===== config.mk =====
export PLATFORM = sky130hd
export DESIGN_NAME = mgmt_twowire_slave
export DESIGN_NICKNAME = d
export VERILOG_FILES = /design/src/rtl/mgmt_twowire_pkg.sv /design/src/rtl/mgmt_bus_sampler.sv /design/src/rtl/mgmt_link_engine.sv /design/src/rtl/mgmt_page_store.sv /design/src/rtl/mgmt_twowire_slave.sv
export SDC_FILE = /design/constraint.sdc
export NUM_CORES = 2
export LEC_CHECK = 0
export ABC_AREA = 0
export BUFFER_PORTS_ARGS = -buffer_cell sky130_fd_sc_hd__buf_2
export CAP_MARGIN = 20
export CORE_ASPECT_RATIO = 1.2
export CORE_MARGIN = 5
export CORE_UTILIZATION = 65
export CTS_BUF_LIST = sky130_fd_sc_hd__clkbuf_4 sky130_fd_sc_hd__clkbuf_8
export DETAILED_ROUTE_END_ITERATION = 8
export PLACE_DENSITY_LB_ADDON = 0.25
export SLEW_MARGIN = 20
export SYNTH_ARGS = -nofsm -noshare
export SYNTH_HDL_FRONTEND = slang
export SYNTH_HIERARCHICAL = 1
export SYNTH_SLANG_ARGS = --single-unit

===== constraint.sdc =====
create_clock -name clk -period 9.35 [get_ports clk]
set_input_delay 0.4675 -clock clk [delete_from_list [all_inputs] [get_ports clk]]
set_output_delay 0.4675 -clock clk [all_outputs]
set_load 0.005 [all_outputs]

===== src/rtl/mgmt_twowire_pkg.sv =====
package mgmt_twowire_pkg;

    typedef enum logic [2:0] {
        ST_IDLE,
        ST_DEVADDR,
        ST_DEVACK,
        ST_WBYTE,
        ST_WACK,
        ST_RBYTE,
        ST_RACK
    } link_state_e;

    typedef enum logic {
        PG_IDENT = 1'b0,
        PG_DIAG  = 1'b1
    } page_e;

    function automatic logic [7:0] ident_byte(input logic [7:0] idx, input logic [7:0] seed);
        return idx ^ seed;
    endfunction

endpackage


===== src/rtl/mgmt_bus_sampler.sv =====
module mgmt_bus_sampler #(
    parameter int SYNC_STAGES = 2
) (
    input  logic clk,
    input  logic rst_n,
    input  logic scl_i,
    input  logic sda_i,
    output logic scl_rise_o,
    output logic scl_fall_o,
    output logic start_o,
    output logic stop_o,
    output logic sda_o
);
    localparam int LAST = SYNC_STAGES - 1;

    typedef struct packed {
        logic [LAST:0] scl_sync;
        logic [LAST:0] sda_sync;
        logic          scl_prev;
        logic          sda_prev;
    } smp_t;

    smp_t q, d;

    always_comb begin
        d = q;
        d.scl_sync = {q.scl_sync[LAST-1:0], scl_i};
        d.sda_sync = {q.sda_sync[LAST-1:0], sda_i};
        d.scl_prev = q.scl_sync[LAST];
        d.sda_prev = q.sda_sync[LAST];
    end

    always_ff @(posedge clk or negedge rst_n) begin
        if (!rst_n) q <= '1;
        else        q <= d;
    end

    // Events are taken between the last sync stage and its delayed copy.
    assign sda_o      = q.sda_sync[LAST];
    assign scl_rise_o = q.scl_sync[LAST] & ~q.scl_prev;
    assign scl_fall_o = ~q.scl_sync[LAST] & q.scl_prev;
    assign start_o    = q.scl_sync[LAST] & q.scl_prev & q.sda_prev & ~q.sda_sync[LAST];
    assign stop_o     = q.scl_sync[LAST] & q.scl_prev & ~q.sda_prev & q.sda_sync[LAST];
endmodule


===== src/rtl/mgmt_link_engine.sv =====
module mgmt_link_engine
    import mgmt_twowire_pkg::*;
#(
    parameter logic [6:0] IDENT_DEV = 7'h50,
    parameter logic [6:0] DIAG_DEV  = 7'h51
) (
    input  logic       clk,
    input  logic       rst_n,
    input  logic       scl_rise_i,
    input  logic       scl_fall_i,
    input  logic       start_i,
    input  logic       stop_i,
    input  logic       sda_i,
    input  logic [7:0] rd_data_i,
    output logic       page_o,
    output logic [7:0] ptr_o,
    output logic       wr_en_o,
    output logic [7:0] wr_data_o,
    output logic       sda_oe_o
);
    typedef struct packed {
        link_state_e st;
        logic [3:0]  cnt;
        logic [7:0]  sh;
        logic [7:0]  ptr;
        logic        page;
        logic        rd;
        logic        first;
        logic        nack;
        logic        oe;
    } eng_t;

    eng_t q, d;
    logic wr_en;

    always_comb begin
        d     = q;
        wr_en = 1'b0;
        if (start_i) begin
            d.st  = ST_DEVADDR;
            d.cnt = '0;
            d.oe  = 1'b0;
        end else if (stop_i) begin
            d.st = ST_IDLE;
            d.oe = 1'b0;
        end else begin
            unique case (q.st)
                ST_DEVADDR: begin
                    if (scl_rise_i) begin
                        d.sh  = {q.sh[6:0], sda_i};
                        d.cnt = q.cnt + 4'd1;
                    end else if (scl_fall_i && q.cnt == 4'd8) begin
                        if (q.sh[7:1] == IDENT_DEV || q.sh[7:1] == DIAG_DEV) begin
                            d.page = (q.sh[7:1] == DIAG_DEV);
                            d.rd   = q.sh[0];
                            d.oe   = 1'b1;
                            d.st   = ST_DEVACK;
                        end else begin
                            d.st = ST_IDLE;
                        end
                    end
                end
                ST_DEVACK: begin
                    if (scl_fall_i) begin
                        d.cnt = '0;
                        if (q.rd) begin
                            d.sh  = rd_data_i;
                            d.oe  = ~rd_data_i[7];
                            d.ptr = q.ptr + 8'd1;
                            d.st  = ST_RBYTE;
                        end else begin
                            d.oe    = 1'b0;
                            d.first = 1'b1;
                            d.st    = ST_WBYTE;
                        end
                    end
                end
                ST_WBYTE: begin
                    if (scl_rise_i) begin
                        d.sh  = {q.sh[6:0], sda_i};
                        d.cnt = q.cnt + 4'd1;
                    end else if (scl_fall_i && q.cnt == 4'd8) begin
                        if (q.first) begin
                            d.ptr = q.sh;
                        end else begin
                            wr_en = 1'b1;
                            d.ptr = q.ptr + 8'd1;
                        end
                        d.first = 1'b0;
                        d.oe    = 1'b1;
                        d.st    = ST_WACK;
                    end
                end
                ST_WACK: begin
                    if (scl_fall_i) begin
                        d.oe  = 1'b0;
                        d.cnt = '0;
                        d.st  = ST_WBYTE;
                    end
                end
                ST_RBYTE: begin
                    if (scl_fall_i) begin
                        if (q.cnt == 4'd7) begin
                            d.oe = 1'b0;
                            d.st = ST_RACK;
                        end else begin
                            d.cnt = q.cnt + 4'd1;
                            d.sh  = {q.sh[6:0], 1'b0};
                            d.oe  = ~q.sh[6];
                        end
                    end
                end
                ST_RACK: begin
                    if (scl_rise_i) begin
                        d.nack = sda_i;
                    end else if (scl_fall_i) begin
                        if (q.nack) begin
                            d.st = ST_IDLE;
                        end else begin
                            d.sh  = rd_data_i;
                            d.oe  = ~rd_data_i[7];
                            d.ptr = q.ptr + 8'd1;
                            d.cnt = '0;
                            d.st  = ST_RBYTE;
                        end
                    end
                end
                default: d.st = ST_IDLE;
            endcase
        end
    end

    always_ff @(posedge clk or negedge rst_n) begin
        if (!rst_n) q <= '{st: ST_IDLE, default: '0};
        else        q <= d;
    end

    assign page_o    = q.page;
    assign ptr_o     = q.ptr;
    assign wr_en_o   = wr_en;
    assign wr_data_o = q.sh;
    assign sda_oe_o  = q.oe;
endmodule


===== src/rtl/mgmt_page_store.sv =====
module mgmt_page_store
    import mgmt_twowire_pkg::*;
#(
    parameter logic [7:0] IDENT_SEED = 8'h5A,
    parameter logic [7:0] LIVE_IDX   = 8'd110,
    parameter logic [7:0] USER_LAST  = 8'd247,
    parameter int         DEPTH      = 256
) (
    input  logic       clk,
    input  logic       rst_n,
    input  logic       page_i,
    input  logic [7:0] addr_i,
    input  logic       wr_en_i,
    input  logic [7:0] wr_data_i,
    input  logic       tx_dis_pin_i,
    input  logic       rate_pin_i,
    input  logic       tx_fault_i,
    input  logic       rx_los_i,
    input  logic       not_ready_i,
    output logic [7:0] rd_data_o,
    output logic       soft_disable_o
);
    typedef struct packed {
        logic [DEPTH-1:0][7:0] mem;
        logic                  soft_dis;
    } store_t;

    store_t q, d;
    logic [7:0] live_byte;

    always_comb begin
        d = q;
        if (wr_en_i && page_i == PG_DIAG) begin
            if (addr_i == LIVE_IDX)       d.soft_dis     = wr_data_i[6];
            else if (addr_i <= USER_LAST) d.mem[addr_i]  = wr_data_i;
        end
    end

    always_ff @(posedge clk or negedge rst_n) begin
        if (!rst_n) q <= '0;
        else        q <= d;
    end

    assign live_byte = {tx_dis_pin_i, q.soft_dis, 1'b0, rate_pin_i,
                        1'b0, tx_fault_i, rx_los_i, not_ready_i};

    always_comb begin
        if (page_i == PG_IDENT)      rd_data_o = ident_byte(addr_i, IDENT_SEED);
        else if (addr_i == LIVE_IDX) rd_data_o = live_byte;
        else                         rd_data_o = q.mem[addr_i];
    end

    assign soft_disable_o = q.soft_dis;
endmodule


===== src/rtl/mgmt_twowire_slave.sv =====
module mgmt_twowire_slave #(
    parameter logic [6:0] IDENT_DEV   = 7'h50,
    parameter logic [6:0] DIAG_DEV    = 7'h51,
    parameter logic [7:0] IDENT_SEED  = 8'h5A,
    parameter logic [7:0] LIVE_IDX    = 8'd110,
    parameter logic [7:0] USER_LAST   = 8'd247,
    parameter int         SYNC_STAGES = 2
) (
    input  logic clk,
    input  logic rst_n,
    input  logic scl_i,
    input  logic sda_i,
    output logic sda_oe_o,
    input  logic tx_dis_pin_i,
    input  logic rate_pin_i,
    input  logic tx_fault_i,
    input  logic rx_los_i,
    input  logic not_ready_i,
    output logic soft_disable_o
);
    localparam int PTR_W = 8;
    localparam int DEPTH = 1 << PTR_W;

    logic             scl_rise, scl_fall, start_w, stop_w, sda_s;
    logic             page_w, wr_en_w;
    logic [PTR_W-1:0] ptr_w;
    logic [7:0]       wr_data_w, rd_data_w;

    mgmt_bus_sampler #(.SYNC_STAGES(SYNC_STAGES)) u_smp (
        .clk(clk), .rst_n(rst_n), .scl_i(scl_i), .sda_i(sda_i),
        .scl_rise_o(scl_rise), .scl_fall_o(scl_fall),
        .start_o(start_w), .stop_o(stop_w), .sda_o(sda_s)
    );

    mgmt_link_engine #(.IDENT_DEV(IDENT_DEV), .DIAG_DEV(DIAG_DEV)) u_eng (
        .clk(clk), .rst_n(rst_n),
        .scl_rise_i(scl_rise), .scl_fall_i(scl_fall),
        .start_i(start_w), .stop_i(stop_w), .sda_i(sda_s),
        .rd_data_i(rd_data_w), .page_o(page_w), .ptr_o(ptr_w),
        .wr_en_o(wr_en_w), .wr_data_o(wr_data_w), .sda_oe_o(sda_oe_o)
    );

    mgmt_page_store #(
        .IDENT_SEED(IDENT_SEED), .LIVE_IDX(LIVE_IDX),
        .USER_LAST(USER_LAST), .DEPTH(DEPTH)
    ) u_store (
        .clk(clk), .rst_n(rst_n), .page_i(page_w), .addr_i(ptr_w),
        .wr_en_i(wr_en_w), .wr_data_i(wr_data_w),
        .tx_dis_pin_i(tx_dis_pin_i), .rate_pin_i(rate_pin_i),
        .tx_fault_i(tx_fault_i), .rx_los_i(rx_los_i), .not_ready_i(not_ready_i),
        .rd_data_o(rd_data_w), .soft_disable_o(soft_disable_o)
    );
endmodule


==> results.sh <==
export IMPL_arrival_ps=6390
export IMPL_critPathKind="register to register"
export IMPL_powerDensity_nw_per_um2=225.2
export IMPL_post_synth_and_or_nand_nor_area_fraction=0.03915
export IMPL_synth_seq_area_share=0.5412
export IMPL_crit_start="u_smp/q[1]$_DFF_PN1_"
export IMPL_io_pins=11
export IMPL_tightest_slew_ps=1199
export IMPL_timing_rr_start="u_smp/q[1]$_DFF_PN1_"
export IMPL_cts_buffers=334
export IMPL_cts_resized=0
export IMPL_ys_ff_latch=2082
export IMPL_fin_skew_ps=69.14
export IMPL_final_max_slew_viol_count=0
export IMPL_slew_headroom=0.1988
export IMPL_rr_endpoint="u_store/q[1330]$_DFFE_PN0P_"
export IMPL_synth_cell_types=93
export IMPL_min_period_ps=5478
export IMPL_synth_top_family_by_area="multiplexers"
export IMPL_required_ps=10260
export IMPL_maxCapViolCount=0
export IMPL_pre_cts_ws_ps=4144
export IMPL_insertion_delay_ps=1070
export IMPL_grt_pass1_vias=59570
export IMPL_htreeDepth=5
export IMPL_dieArea_um2=156000
export IMPL_fin_crit_sh=0.5858
export IMPL_tns_ps=0
export IMPL_synthAdderAreaFrac=0.0003898
export IMPL_drt_iter0_markers=5618
export IMPL_core_um2=147000
export IMPL_cts_buffer_depth=4
export IMPL_die_y_um=431.6
export IMPL_peakVddDrop_mv=0.2487
export IMPL_rows=154
export IMPL_leakage_nw=51.22
export IMPL_syn_area_um2=96290
export IMPL_postRouteAntennaNets=0
export IMPL_synthesis_nets=6245
export IMPL_routed_wl_mm=250.5
export IMPL_rsz0062_at_grt="false"
export IMPL_hold_path_class="primary input to async pin"
export IMPL_hold_violations=0
export IMPL_fin_nets=6161
export IMPL_post_route_drc_count=0
export IMPL_grt_start_max_net_pins=177
export IMPL_multi_input_area_um2=41650
export IMPL_dp_hpwl_mm=153.4
export IMPL_total_power_mw=23.55
export IMPL_max_freq_ghz=0.1826
export IMPL_synthArstFlopShare=1.000
export IMPL_antenna_found_initial=7
export IMPL_seqCellArea_um2=52150
export IMPL_nFillCells=9494
export IMPL_routedWlPerCell_um=30.05
export IMPL_ys_warnings_count=6
export IMPL_synth_edff_count=0
export IMPL_synth_top_flop_cell="dfrtp_1"
export IMPL_placedCellCount=7756
export IMPL_crit_fanout=11
export IMPL_syn_avg_cell_area_um2=15.45
export IMPL_path_clk_slew_ps=60
export IMPL_cts_root_buf="clkbuf_8"
export IMPL_gp_congestion=0.9151
export IMPL_syn_to_final_growth_pct=8.609
export IMPL_status="completed"
export IMPL_synth_compound_area_frac=0.02228
export IMPL_cts_tree="yes"
export IMPL_r2r_cells=10
export IMPL_port_buffers=10
export IMPL_synth_xor_area_share=0
export IMPL_grt_pass1_wl_mm=382.9
export IMPL_vias=56353
export IMPL_viasPerCell=6.760
export IMPL_setup_viol=0
export IMPL_cts_sinks=2082
export IMPL_r2r_slack_ps=3870
export IMPL_gr_total_overflow=0
export IMPL_drtPass1Iterations=8
export IMPL_synthCells=6233
export IMPL_start_util=0.6550
export IMPL_cp_start_kind="register"
export IMPL_grt_usage=0.3254
export IMPL_die_w_um=361.4
export IMPL_worst_slack_ps=3872
export IMPL_crit_end="u_store/q[1330]$_DFFE_PN0P_"
export IMPL_layout_drive_gt1_share=0.5214
export IMPL_muxShareOfSynthArea=0.3694
export IMPL_finalNonFillerCells=8336
export IMPL_crit_path_end_kind="register"
## metrics by stage
| step | instance area [µm²] | utilization | hold WS, ps |
|---|---|---|---|
| after floorplan | 96290 | - | 171.9 |
| after global placement | 97390 | 0.6625 | 359.7 |
| after detailed placement | 97390 | 0.6625 | 362.2 |
| after CTS | 104500 | 0.7109 | 58.96 |
| after global routing | 104600 | 0.7113 | 136.3 |
| final | 104600 | 0.7113 | 128.4 |
## synth_stat cells (22+ instances only)
cell type	number	area [µm²]
nor2_4	22	247.7
mux4_2	500	11260
nand2_2	56	350.3
nor2_8	38	760.7
dfrtp_1	2076	51950
buf_6	22	247.7
buf_2	76	380.4
a21oi_1	52	260.3
buf_1	22	82.58
o22ai_1	32	200.2
o21ai_0	46	230.2
a22oi_1	40	300.3
nand2_1	240	900.9
buf_4	71	533.0
clkbuf_1	346	1299
mux2_2	1918	21600
nor2_2	51	319.1
nand3_1	22	110.1
mux2i_1	156	1562
nor2_1	57	214.0
a32oi_1	27	236.5
mux2_1	99	1115
## metal layers
layer,share of wire,vias to the layer above,track usage
li1,-,22982,-
met1,0.40,30329,0.4480
met2,0.47,2359,0.4957
met3,0.080,679,0.08000
met4,0.054,4,0.1559
met5,0.00010,-,0
## worst max-delay path, stage by stage, from the launching register on
cell      delay, ps
dfstp_2         550
nor2b_1         470
nand2b_2        120
or3_1           480
nor4b_1         500
nand2_1         220
nor3_1          490
nand2_1         790
buf_4           500
nor2_1          750
mux2_2          410
## registers in the layout (all words and copies together), names as in the netlist
name	cells
u_eng/sda_oe_o	1
u_eng/wr_data_o	8
u_smp/d	3
u_smp/q	2
u_store/soft_disable_o	1
u_smp/sda_o	1
u_store/q	2047
u_eng/q	10
u_eng/page_o	1
u_eng/ptr_o	8
## repair_timing
action,in CTS,in global routing
hold endpoints to repair,149,0
hold buffers,5,0
setup buffers,0,0
## how the worst min path moves through the flow
stage,end,slack (ps),cells after the start,startpoint
floorplan,u_eng/page_o$_DFFE_PN0P_,170,0,rst_n
global placement,u_store/q[2039]$_DFFE_PN0P_,360,0,u_store/q[2039]$_DFFE_PN0P_
detailed placement,u_store/q[881]$_DFFE_PN0P_,360,0,u_store/q[881]$_DFFE_PN0P_
CTS,u_store/q[1786]$_DFFE_PN0P_,60,2,rst_n
global route,u_store/q[2019]$_DFFE_PN0P_,140,2,rst_n
finish,u_store/q[2019]$_DFFE_PN0P_,130,2,rst_n
## cells in the final DEF, fill, tap and decap left out, types with 11 or more instances in the layout
| master | n |
|---|---|
| a21oi_1 | 52 |
| a221oi_1 | 13 |
| a22oi_1 | 40 |
| a32oi_1 | 27 |
| and2_1 | 11 |
| buf_12 | 20 |
| buf_4 | 86 |
| clkbuf_4 | 90 |
| clkbuf_8 | 444 |
| clkinv_2 | 27 |
| dfrtp_1 | 2064 |
| dfrtp_4 | 12 |
| inv_1 | 11 |
| mux2_1 | 99 |
| mux2_2 | 1918 |
| mux2i_1 | 156 |
| mux4_2 | 500 |
| nand2_1 | 239 |
| nand2_2 | 55 |
| nand2b_1 | 15 |
| nand3_1 | 22 |
| nand4_1 | 12 |
| nor2_1 | 54 |
| nor2_2 | 48 |
| nor2_4 | 28 |
| nor2_8 | 38 |
| nor2b_1 | 12 |
| nor3_1 | 18 |
| o21ai_0 | 45 |
| o22ai_1 | 32 |
## report_power, final
group / leakage (nW) / switching, mW / internal (mW)
sequential: 29.0 / 0.600 / 9.07
combinational: 18.4 / 4.08 / 1.58
clock: 3.77 / 3.55 / 4.68
total: 51.2 / 8.23 / 15.3
## final cells by class
class                      instances  share of cell area
multi-input combinational       3596              0.3983
inverter                          13           0.0005504
clock buffer                     534             0.06489
clock inverter                    34            0.002680
antenna                            5           0.0001196
tap                             1950             0.02333
sequential                      2082              0.4987
timing repair buffer             122             0.01144
## cell families (layout without fill, tap and decap cells)
family,count (synthesis),in the layout
flops,2082,2082
fa+ha+maj,3,3
other cells,0,5
mux,2675,2675
buf+inv,555,703
simple gates,614,614
compound gates,304,304
Note: power is estimated with default switching activity, not from simulation.
